--- src/rtl/burst_addr_pkg.sv ---
package burst_addr_pkg;

  typedef enum logic [1:0] {
    OP_HOLD  = 2'd0,
    OP_STEP  = 2'd1,
    OP_LOAD  = 2'd2,
    OP_CLEAR = 2'd3
  } addr_op_e;

endpackage

--- src/rtl/bac_decode.sv ---
module bac_decode
  import burst_addr_pkg::*;
(
  input  logic     strobe_n,
  input  logic     advance_n,
  input  logic     clear_n,
  output addr_op_e op
);

  // Precedence: clear, then load, then step, then hold.
  always_comb begin
    if (!clear_n)        op = OP_CLEAR;
    else if (!strobe_n)  op = OP_LOAD;
    else if (!advance_n) op = OP_STEP;
    else                 op = OP_HOLD;
  end

endmodule

--- src/rtl/bac_counter.sv ---
module bac_counter
  import burst_addr_pkg::*;
#(
  parameter int ADDR_W = 17
) (
  input  logic              clk,
  input  logic              rst,
  input  addr_op_e          op,
  input  logic [ADDR_W-1:0] load_val,
  output logic [ADDR_W-1:0] addr_q
);

  localparam logic [ADDR_W-1:0] TOP_ADDR = {ADDR_W{1'b1}};

  logic [ADDR_W-1:0] addr_d;

  always_comb begin
    unique case (op)
      OP_CLEAR: addr_d = '0;
      OP_LOAD:  addr_d = load_val;
      OP_STEP:  addr_d = addr_q + 1'b1;
      default:  addr_d = addr_q;
    endcase
  end

  always_ff @(posedge clk) begin
    if (rst) addr_q <= '0;
    else     addr_q <= addr_d;
  end

  // stepping from the top address wraps to zero
  a_r7_wrap_to_zero: assert property (@(posedge clk) disable iff (rst)
    (op == OP_STEP && addr_q == TOP_ADDR) |=> (addr_q == '0));

endmodule

--- src/rtl/bac_delay.sv ---
module bac_delay #(
  parameter int WIDTH = 17,
  parameter int DEPTH = 1
) (
  input  logic             clk,
  input  logic             rst,
  input  logic [WIDTH-1:0] din,
  output logic [WIDTH-1:0] dout
);

  logic [WIDTH-1:0] stage_q [DEPTH];

  genvar i;
  generate
    for (i = 0; i < DEPTH; i++) begin : g_stage
      if (i == 0) begin : g_first
        always_ff @(posedge clk) begin
          if (rst) stage_q[0] <= '0;
          else     stage_q[0] <= din;
        end
      end else begin : g_rest
        always_ff @(posedge clk) begin
          if (rst) stage_q[i] <= '0;
          else     stage_q[i] <= stage_q[i-1];
        end
      end
    end
  endgenerate

  assign dout = stage_q[DEPTH-1];

endmodule

--- src/rtl/burst_addr_gen.sv ---
module burst_addr_gen
  import burst_addr_pkg::*;
#(
  parameter int ADDR_W = 17
) (
  input  logic              clk,
  input  logic              rst,
  input  logic [ADDR_W-1:0] ext_addr,
  input  logic              strobe_n,
  input  logic              advance_n,
  input  logic              clear_n,
  input  logic              port_en,
  output logic [ADDR_W-1:0] cur_addr,
  output logic [ADDR_W-1:0] prev_addr
);

  addr_op_e op;

  bac_decode u_decode (
    .strobe_n  (strobe_n),
    .advance_n (advance_n),
    .clear_n   (clear_n),
    .op        (op)
  );

  bac_counter #(.ADDR_W(ADDR_W)) u_counter (
    .clk      (clk),
    .rst      (rst),
    .op       (op),
    .load_val (ext_addr),
    .addr_q   (cur_addr)
  );

  bac_delay #(.WIDTH(ADDR_W), .DEPTH(1)) u_delay (
    .clk  (clk),
    .rst  (rst),
    .din  (cur_addr),
    .dout (prev_addr)
  );

  // clear wins over everything
  a_r2_clear_zero: assert property (@(posedge clk) disable iff (rst)
    !clear_n |=> (cur_addr == '0));

  // strobe loads the external bus
  a_r3_load_ext: assert property (@(posedge clk) disable iff (rst)
    (clear_n && !strobe_n) |=> (cur_addr == $past(ext_addr)));

  // advance steps by one
  a_r4_step_one: assert property (@(posedge clk) disable iff (rst)
    (clear_n && strobe_n && !advance_n) |=> (cur_addr == ADDR_W'($past(cur_addr) + 1'b1)));

  // idle controls hold the address
  a_r5_hold: assert property (@(posedge clk) disable iff (rst)
    (clear_n && strobe_n && advance_n) |=> $stable(cur_addr));

  // deselected port still steps
  a_r6_step_unselected: assert property (@(posedge clk) disable iff (rst)
    (!port_en && clear_n && strobe_n && !advance_n) |=> (cur_addr == ADDR_W'($past(cur_addr) + 1'b1)));

  // delayed copy trails by one edge
  a_r8_prev_copy: assert property (@(posedge clk) disable iff (rst)
    1'b1 |=> (prev_addr == $past(cur_addr)));

endmodule

--- config.mk ---
export PLATFORM = sky130hd
export DESIGN_NAME = burst_addr_gen
export DESIGN_NICKNAME = d
export VERILOG_FILES = /design/src/rtl/burst_addr_pkg.sv /design/src/rtl/bac_decode.sv /design/src/rtl/bac_counter.sv /design/src/rtl/bac_delay.sv /design/src/rtl/burst_addr_gen.sv
export SDC_FILE = /design/constraint.sdc
export NUM_CORES = 1
export LEC_CHECK = 0
export ABC_AREA = 1
export CORE_ASPECT_RATIO = 0.6
export CORE_UTILIZATION = 45
export DETAILED_ROUTE_END_ITERATION = 10
export DONT_BUFFER_PORTS = 1
export HOLD_SLACK_MARGIN = 0.1
export PLACE_DENSITY_LB_ADDON = 0.15
export SKIP_CTS_REPAIR_TIMING = 1
export SLEW_MARGIN = 20
export SYNTH_ARGS = -nofsm -noshare
export SYNTH_HDL_FRONTEND = slang
export SYNTH_SLANG_ARGS = --single-unit
--- constraint.sdc ---
create_clock -name clk -period 2.6 [get_ports clk]
set_clock_uncertainty 0.15 [all_clocks]
set_input_delay 0.52 -clock clk [delete_from_list [all_inputs] [get_ports clk]]
set_output_delay 0.52 -clock clk [all_outputs]
set_load 0.03 [all_outputs]
==> flow_summary.yaml, run 1 <==
timing:
  holdWs_ns: 0.1436
  setup_violations: 0
  drv_slew: 0
  period_share_pct: 67.73
  rsz0062_at_grt: "no"
  max_slew_margin_pct: 65.92
  fin_setup_tns_ns: 0
  hold_viol_final: 0
  max_freq_mhz: 567.9
  finalCriticalPeriod_ns: 1.761
  worst_pin_slew_ns: 0.5105
  fin_ws_ns: 0.8390
global_routing:
  grt_pass1_wl_um: 6548
  antenna_found_initial: 0
  grt_max_degree: 24
  grt_pass1_vias: 1340
  gr-total-overflow: 0
  grt_usage_pct: 22.14
clock_tree:
  cts_tree: "done"
  cts_root_buffer: "clkbuf_8"
  clkLatencyLatePin_ns: 0.29
  cts_buffer_depth: 2
  htree_levels: 2
  numCtsBuffers: 5
  path_clk_slew_ns: 0.07
  clkSinkCount: 34
detailed_routing:
  dr.first_iter.drc_count: 123
  met3_length_um: 390
  remaining_drc_errors: 0
  wl_met1_um: 2117
  routedWlPerCell_um: 13.40
  num_vias: 1532
  finalWirelength_um: 4008
  postRouteAntennaNets: 0
  first_pass_iters: 4
  vias_per_cell: 5.124
  route.top_layer_used: "met4"
  routed-wl-met2_um: 1443
power:
  power_mw: 1.036
  ir_drop_uv: 236.7
  p_per_area_nw_per_um2: 574.0
  p_leak_nw: 0.7511
place:
  preCtsSetupSlack_ns: 0.8627
  portBuffers: 0
  gp_congestion: 0.7871
  hpwl_um: 2909
finish:
  synthToLayoutAreaGrowth_pct: 6.894
  fin_nets: 278
  layout-drive-gt1-share_pct: 11.42
  diodes: 0
  post-route-util_pct: 52.70
floorplan:
  die_w_um: 81.07
  start_util_pct: 49.31
  ios: 57
  dieArea_um2: 4008
  num_rows: 16
  core_um2: 3423
  die_h_um: 49.44
setup_path:
  rr_endpoint: "u_counter.addr_q[12]"
  worst_setup_path_end_kind: "flip-flop"
  reg2reg_slack_ns: 0.84
  crit_type: "flip-flop to flip-flop"
  critPathMaxFanout: 6
  r2r_start: "u_counter.addr_q[1]"
  rr_worst_depth: 7
  required_ns: 2.63
  worstSetupStartpointType: "flip-flop"
  cp_data_arrival_time_ns: 1.79
synthesis:
  ys_ff_latch: 34
  ys_seq_area_share_pct: 40.33
  synth-edff-count: 0
  syn_area_um2: 1688
  synth.net_count: 275
  synth_cells: 251
  synth.avg_cell_area_um2: 6.725
  netlist-cell-type-count: 23
  async_flop_share_pct: 0
  yosysWarnings: 0
  synth_top_flop_cell: "dfxtp_1"
min_path:
  hold_path.startpoint: "rst"
  whs_endpoint: "u_delay.stage_q[0][1]"
  hold_depth: 1
  hp-class: "primary input to flip-flop"
flow_run:
  cap_violations: 0
status:
  status: "complete, no violations"
[Yosys cell counts, types with 2 or more instances]
cell	n	area (um^2)
nand3_1	21	105.1
nor2_1	28	105.1
a31oi_1	6	37.54
clkbuf_1	3	11.26
o21ai_0	16	80.08
inv_2	3	11.26
nor2_2	4	25.02
dfxtp_1	34	680.7
nor2_4	4	45.04
o21ai_1	6	30.03
inv_1	37	138.9
nand2_2	6	37.54
buf_4	2	15.01
nand2_1	61	229.0
nand4_1	2	12.51
a21oi_1	11	55.05
[area by class of cell]
class / instances / area, um^2
Clock buffer: 7 / 76.32
Fill cell: 364 / 1619
Inverter: 40 / 150.1
Multi-Input combinational cell: 169 / 810.8
Sequential cell: 34 / 680.7
Tap cell: 45 / 56.30
Timing Repair Buffer: 4 / 30.03
[cells by family (layout without fill, tap and decap cells)]
family,after synthesis,after routing,synth area share (%)
adder cells (fa/ha/maj),1,1,0.7412
buffers and inverters,48,51,11.64
AO/OA/AOI/OAI,40,40,12.53
AND/OR/NAND/NOR,128,128,34.77
flip-flops,34,34,40.33
[layout by cell type (no fill, tap or decap), drive strengths merged]
master,n
a21oi,12
a31oi,6
buf,4
clkbuf,7
dfxtp,34
ha,1
inv,40
nand2,67
nand3,23
nand4,2
nor2,36
o21ai,22
[metal layers]
metal  vias up  track usage (%)
met5         -                0
met4         0            8.036
met3         9            7.103
met2        71            27.87
met1       662            33.79
li1        790                -
[report_power, final]
group	switching [mW]	internal, mW	total [mW]
sequential	0.0554	0.540	0.596
combinational	0.0503	0.0250	0.0753
clock	0.181	0.184	0.365
total	0.286	0.749	1.04
[state kept, by name, indices dropped and copies added (netlist names)]
name and cells:
u_counter.addr_q 17, u_delay.stage_q 17
[stage by stage]
step	cells	area, um^2
6_report	299	1804
5_1_grt	299	1804
4_1_cts	299	1804
3_5_place_dp	292	1728
3_3_place_gp	292	1728
2_1_floorplan	251	1688
[worst max-delay path, cell delays in order (launching register included)]
cell and delay [ns]:
dfxtp_1 0.31, buf_4 0.20, ha_1 0.25, nand3_2 0.16
nor2_1 0.30, nand3_1 0.12, nand3_1 0.11, a21oi_1 0.06
[how the worst max path moves through the flow]
| stage | start | cells after the start | endpoint |
|---|---|---|---|
| after floorplan | u_counter.addr_q[1] | 6 | u_counter.addr_q[10] |
| after global placement | u_counter.addr_q[1] | 7 | u_counter.addr_q[12] |
| after detailed placement | u_counter.addr_q[1] | 7 | u_counter.addr_q[12] |
| after CTS | u_counter.addr_q[1] | 7 | u_counter.addr_q[12] |
| after global routing | u_counter.addr_q[1] | 7 | u_counter.addr_q[12] |
| final | u_counter.addr_q[1] | 7 | u_counter.addr_q[12] |
Power figures use the tool's default switching activity.
==> run 2, diff against run 1 <==
==> constraint.sdc (replaced) <==
create_clock -name clk -period 1.6 [get_ports clk]
set_clock_uncertainty 0.15 [all_clocks]
set_input_delay 0.32 -clock clk [delete_from_list [all_inputs] [get_ports clk]]
set_output_delay 0.32 -clock clk [all_outputs]
set_load 0.03 [all_outputs]
==> flow_summary.yaml, run 2 (same netlist as run 1, synthesis figures left out) <==
finish:
  layout-drive-gt1-share_pct: 18.37
  fin_nets: 306
  synthToLayoutAreaGrowth_pct: 22.02
  diodes: 0
  layout_commonest_cell: "nand2_1"
  top_regs: "u_counter.addr_q (17), u_delay.stage_q (17)"
  final_cell_mix: "nand2_1, inv_1, dfxtp_1"
timing:
  fin_ws_ns: 0.08467
  drv_slew: 0
  rsz0062_at_grt: "no"
  period_share_pct: 94.71
  worst_pin_slew_ns: 0.7221
  fin_setup_tns_ns: 0
  setup_violations: 0
  finalCriticalPeriod_ns: 1.515
  max_freq_mhz: 659.9
  hold_viol_final: 0
  max_slew_margin_pct: 51.70
setup_path:
  slowest_delay_ns: 1.00
  required_ns: 1.59
  cp_data_arrival_time_ns: 1.50
  slowest_stage: "dlygate4sd3_1"
  critPathMaxFanout: 18
  crit_type: "primary input to flip-flop"
  crit_family: "buffers and inverters"
  path_buf_inv: 1
  worst_setup_path_end_kind: "flip-flop"
  worstSetupStartpointType: "primary input"
  path_cells: "dlygate4sd3_1 -> nor2_1"
clock_tree:
  cts_root_buffer: "clkbuf_8"
  clkSinkCount: 34
  path_clk_slew_ns: 0.07
  cts_tree: "done"
  htree_levels: 2
  clkLatencyLatePin_ns: 0.29
  cts_buffer_depth: 2
  numCtsBuffers: 5
place:
  preCtsSetupSlack_ns: 0.08175
  gp_congestion: 0.8717
  portBuffers: 0
  hpwl_um: 3091
floorplan:
  start_util_pct: 49.31
  num_rows: 16
  die_h_um: 49.44
  core_um2: 3423
  die_w_um: 81.07
  ios: 57
  dieArea_um2: 4008
detailed_routing:
  first_pass_iters: 5
  remaining_drc_errors: 0
  postRouteAntennaNets: 0
  vias_per_cell: 5.183
  routedWlPerCell_um: 13.48
  finalWirelength_um: 4421
  num_vias: 1700
  dr.first_iter.drc_count: 156
power:
  ir_drop_uv: 512.8
  p_per_area_nw_per_um2: 879.5
  p_leak_nw: 0.9087
min_path:
  hp-class: "primary input to flip-flop"
global_routing:
  grt_usage_pct: 22.59
  grt_pass1_wl_um: 6637
  grt_pass1_vias: 1369
  gr-total-overflow: 0
  antenna_found_initial: 0
  grt_max_degree: 24
flow_run:
  cap_violations: 0
status:
  status: "complete, no violations"
run 2: cell count changes in the layout (fill, tap and decap cells not counted):
cell           before  now
clkbuf_8            5    6
nor2_2              4    5
buf_4               4   22
clkinv_2            0    1
dfxtp_1            34   32
dlygate4sd3_1       0   10
clkbuf_1            2    1
dfxtp_2             0    2
nor2_1             28   27
run 2: final cells by class:
cell class              count  area (um^2)
well taps                  45        56.30
inverters                  40        150.1
repair buffers             32        265.3
flip-flops and latches     34        683.2
clock buffers               7        86.33
fillers                   334         1364
multi-input cells         169        813.3
clock inverters             1        5.005
run 2: power by group:
group          internal [mW]  total (mW)  switching, mW
sequential             0.878       0.929         0.0512
clock                  0.347       0.664          0.317
combinational         0.0777       0.218          0.140
run 2: routing by layer:
metal	up-vias	wire, um	track usage, %
met5	-	0	0
met4	0	68	9.821
met3	8	399	6.916
met2	82	1682	27.59
met1	760	2270	34.78
li1	850	-	-
run 2: final timing paths:
check	from	end	slack, ns	cells past startpoint
max	rst	u_delay.stage_q[0][16]	0.08	2
min	ext_addr[1]	u_counter.addr_q[1]	0.09	4
max reg2reg	u_counter.addr_q[4]	u_delay.stage_q[0][4]	0.10	4
min reg2reg	u_counter.addr_q[10]	u_delay.stage_q[0][10]	0.38	2
run 2: per-stage QoR:
stage | area (um^2) | utilization [%] | hold WS [ns] | cells | total power, mW
4_1_cts | 1957 | 57.16 | -0.06952 | 318 | 1.796
3_3_place_gp | 1866 | 54.50 | 0.2419 | 310 | 1.138
3_5_place_dp | 1866 | 54.50 | 0.2445 | 310 | 1.140
2_1_floorplan | 1690 | - | 0.2394 | 251 | 1.084
6_report | 2059 | 60.16 | 0.09033 | 328 | 1.811
5_1_grt | 2059 | 60.16 | 0.1277 | 328 | 1.876
==> run 3, diff against run 2 <==
--- a/config.mk
+++ b/config.mk
@@ -12,6 +12,7 @@
 export DONT_BUFFER_PORTS = 1
 export HOLD_SLACK_MARGIN = 0.1
 export PLACE_DENSITY_LB_ADDON = 0.15
+export SETUP_SLACK_MARGIN = 0.5
 export SKIP_CTS_REPAIR_TIMING = 1
 export SLEW_MARGIN = 20
 export SYNTH_ARGS = -nofsm -noshare
==> flow_summary.yaml, run 3 (same netlist as run 1, synthesis figures left out) <==
detailed_routing:
  dr.first_iter.drc_count: 100
  finalWirelength_um: 4442
  vias_per_cell: 5.203
  routedWlPerCell_um: 14.10
  postRouteAntennaNets: 0
  num_vias: 1639
  remaining_drc_errors: 0
  first_pass_iters: 4
finish:
  nFillCells: 285
  diodes: 0
  synthToLayoutAreaGrowth_pct: 30.99
  top_regs: "u_counter.addr_q (17), u_delay.stage_q (17)"
  fin_nets: 293
  layout-drive-gt1-share_pct: 37.41
  final_cell_area_um2: 2211
  layout_commonest_cell: "nand2_1"
  post-route-util_pct: 64.58
  final_cell_mix: "nand2_1, inv_1, dfxtp_4"
global_routing:
  grt_max_degree: 24
  antenna_found_initial: 0
  grt_pass1_wl_um: 6658
  grt_usage_pct: 22.79
  grt_pass1_vias: 1348
  gr-total-overflow: 0
power:
  ir_drop_uv: 427.4
  intPower_mw: 1.261
  p_leak_nw: 0.9338
  clkPwrFrac_pct: 37.3
  pwr-share-comb_pct: 9.5
  swShare_pct: 28.13
  seqPwrFrac_pct: 53.2
  p_sw_mw: 0.4935
  p_per_area_nw_per_um2: 793.6
floorplan:
  start_util_pct: 49.31
  die_h_um: 49.44
  die_w_um: 81.07
  num_rows: 16
  core_um2: 3423
  dieArea_um2: 4008
  ios: 57
setup_path:
  critPathMaxFanout: 3
  cp_data_arrival_time_ns: 1.47
  startpoint: "u_counter.addr_q[0]"
  rr_worst_depth: 7
  worstSetupStartpointType: "flip-flop"
  r2r_start: "u_counter.addr_q[0]"
  crit_type: "flip-flop to flip-flop"
  endpoint: "u_counter.addr_q[9]"
  rr_endpoint: "u_counter.addr_q[9]"
  worst_setup_path_end_kind: "flip-flop"
  reg2reg_slack_ns: 0.21
  required_ns: 1.67
timing:
  drv_slew: 0
  holdWs_ns: -0.06759
  period_share_pct: 87.05
  worst_pin_slew_ns: 0.3874
  fin_setup_tns_ns: 0
  finalCriticalPeriod_ns: 1.393
  setup_violations: 0
  hold_viol_final: 22
  rsz0062_at_grt: "yes"
  max_slew_margin_pct: 74.11
  max_freq_mhz: 718.0
status:
  status: "finished, violations left"
  failed_checks: "negative hold slack"
clock_tree:
  cts_root_buffer: "clkbuf_8"
  clkLatencyLatePin_ns: 0.29
  path_clk_slew_ns: 0.07
  htree_levels: 2
  cts_tree: "done"
  numCtsBuffers: 5
  clkSinkCount: 34
  cts_buffer_depth: 2
place:
  placed_area_um2: 1862
  gp_congestion: 0.8156
  hpwl_um: 3164
  portBuffers: 0
min_path:
  hp-class: "primary input to flip-flop"
flow_run:
  cap_violations: 0
-- run 3: changes by cell type in the layout (fill, tap and decap cells not counted), sizes merged --
cell         change
dlygate4sd3     -10
clkinv           -1
buf              -3
clkbuf           +1
-- run 3: routing by layer --
metal	global-route usage [%]	vias up	share of wire, %
met3	7.290	9	9.1
met1	34.44	734	50
li1	-	828	-
met2	28.85	68	40
met4	8.929	0	1.3
met5	0	-	0
-- run 3: power by group through the flow --
stage / sequential [mW] / combinational [mW] / clock (mW)
floorplan: 0.979 / 0.101 / 0
global placement: 0.971 / 0.143 / 0
detailed placement: 0.971 / 0.144 / 0
CTS: 0.952 / 0.145 / 0.661
global route: 0.939 / 0.185 / 0.691
finish: 0.934 / 0.167 / 0.654
-- run 3: how the worst min path moves through the flow --
stage	startpoint	to	slack (ns)	cells past startpoint
after floorplan	rst	u_counter.addr_q[2]	0.23	1
after global placement	rst	u_counter.addr_q[2]	0.23	1
after detailed placement	rst	u_counter.addr_q[3]	0.23	1
after CTS	rst	u_counter.addr_q[2]	-0.07	1
after global routing	rst	u_counter.addr_q[3]	-0.07	1
final	rst	u_counter.addr_q[3]	-0.07	1
-- run 3: worst max-delay path: stages (launching register included) --
cell     delay, ns
dfxtp_4       0.37
buf_4         0.13
inv_1         0.07
nor2_2        0.13
nand2_2       0.10
o21ai_1       0.13
nand3_1       0.11
a21oi_1       0.13
-- run 3: metrics by stage --
step	worst slack, ns	power [mW]	hold slack (ns)	instances
2_1_floorplan	0.2678	1.080	0.2297	251
3_3_place_gp	0.2357	1.113	0.2330	297
3_5_place_dp	0.2176	1.115	0.2341	297
4_1_cts	0.1846	1.758	-0.06986	305
5_1_grt	0.1370	1.815	-0.07362	315
6_report	0.2073	1.755	-0.06759	315
-- run 3: cell type report --
class | instances | area, um^2 | share of cell area (%)
sequential | 34 | 803.3 | 36.33
inverter | 40 | 150.1 | 6.791
clock buffer | 8 | 90.09 | 4.075
multi-input combinational | 169 | 934.6 | 42.28
tap | 45 | 56.30 | 2.547
timing repair buffer | 19 | 176.4 | 7.980
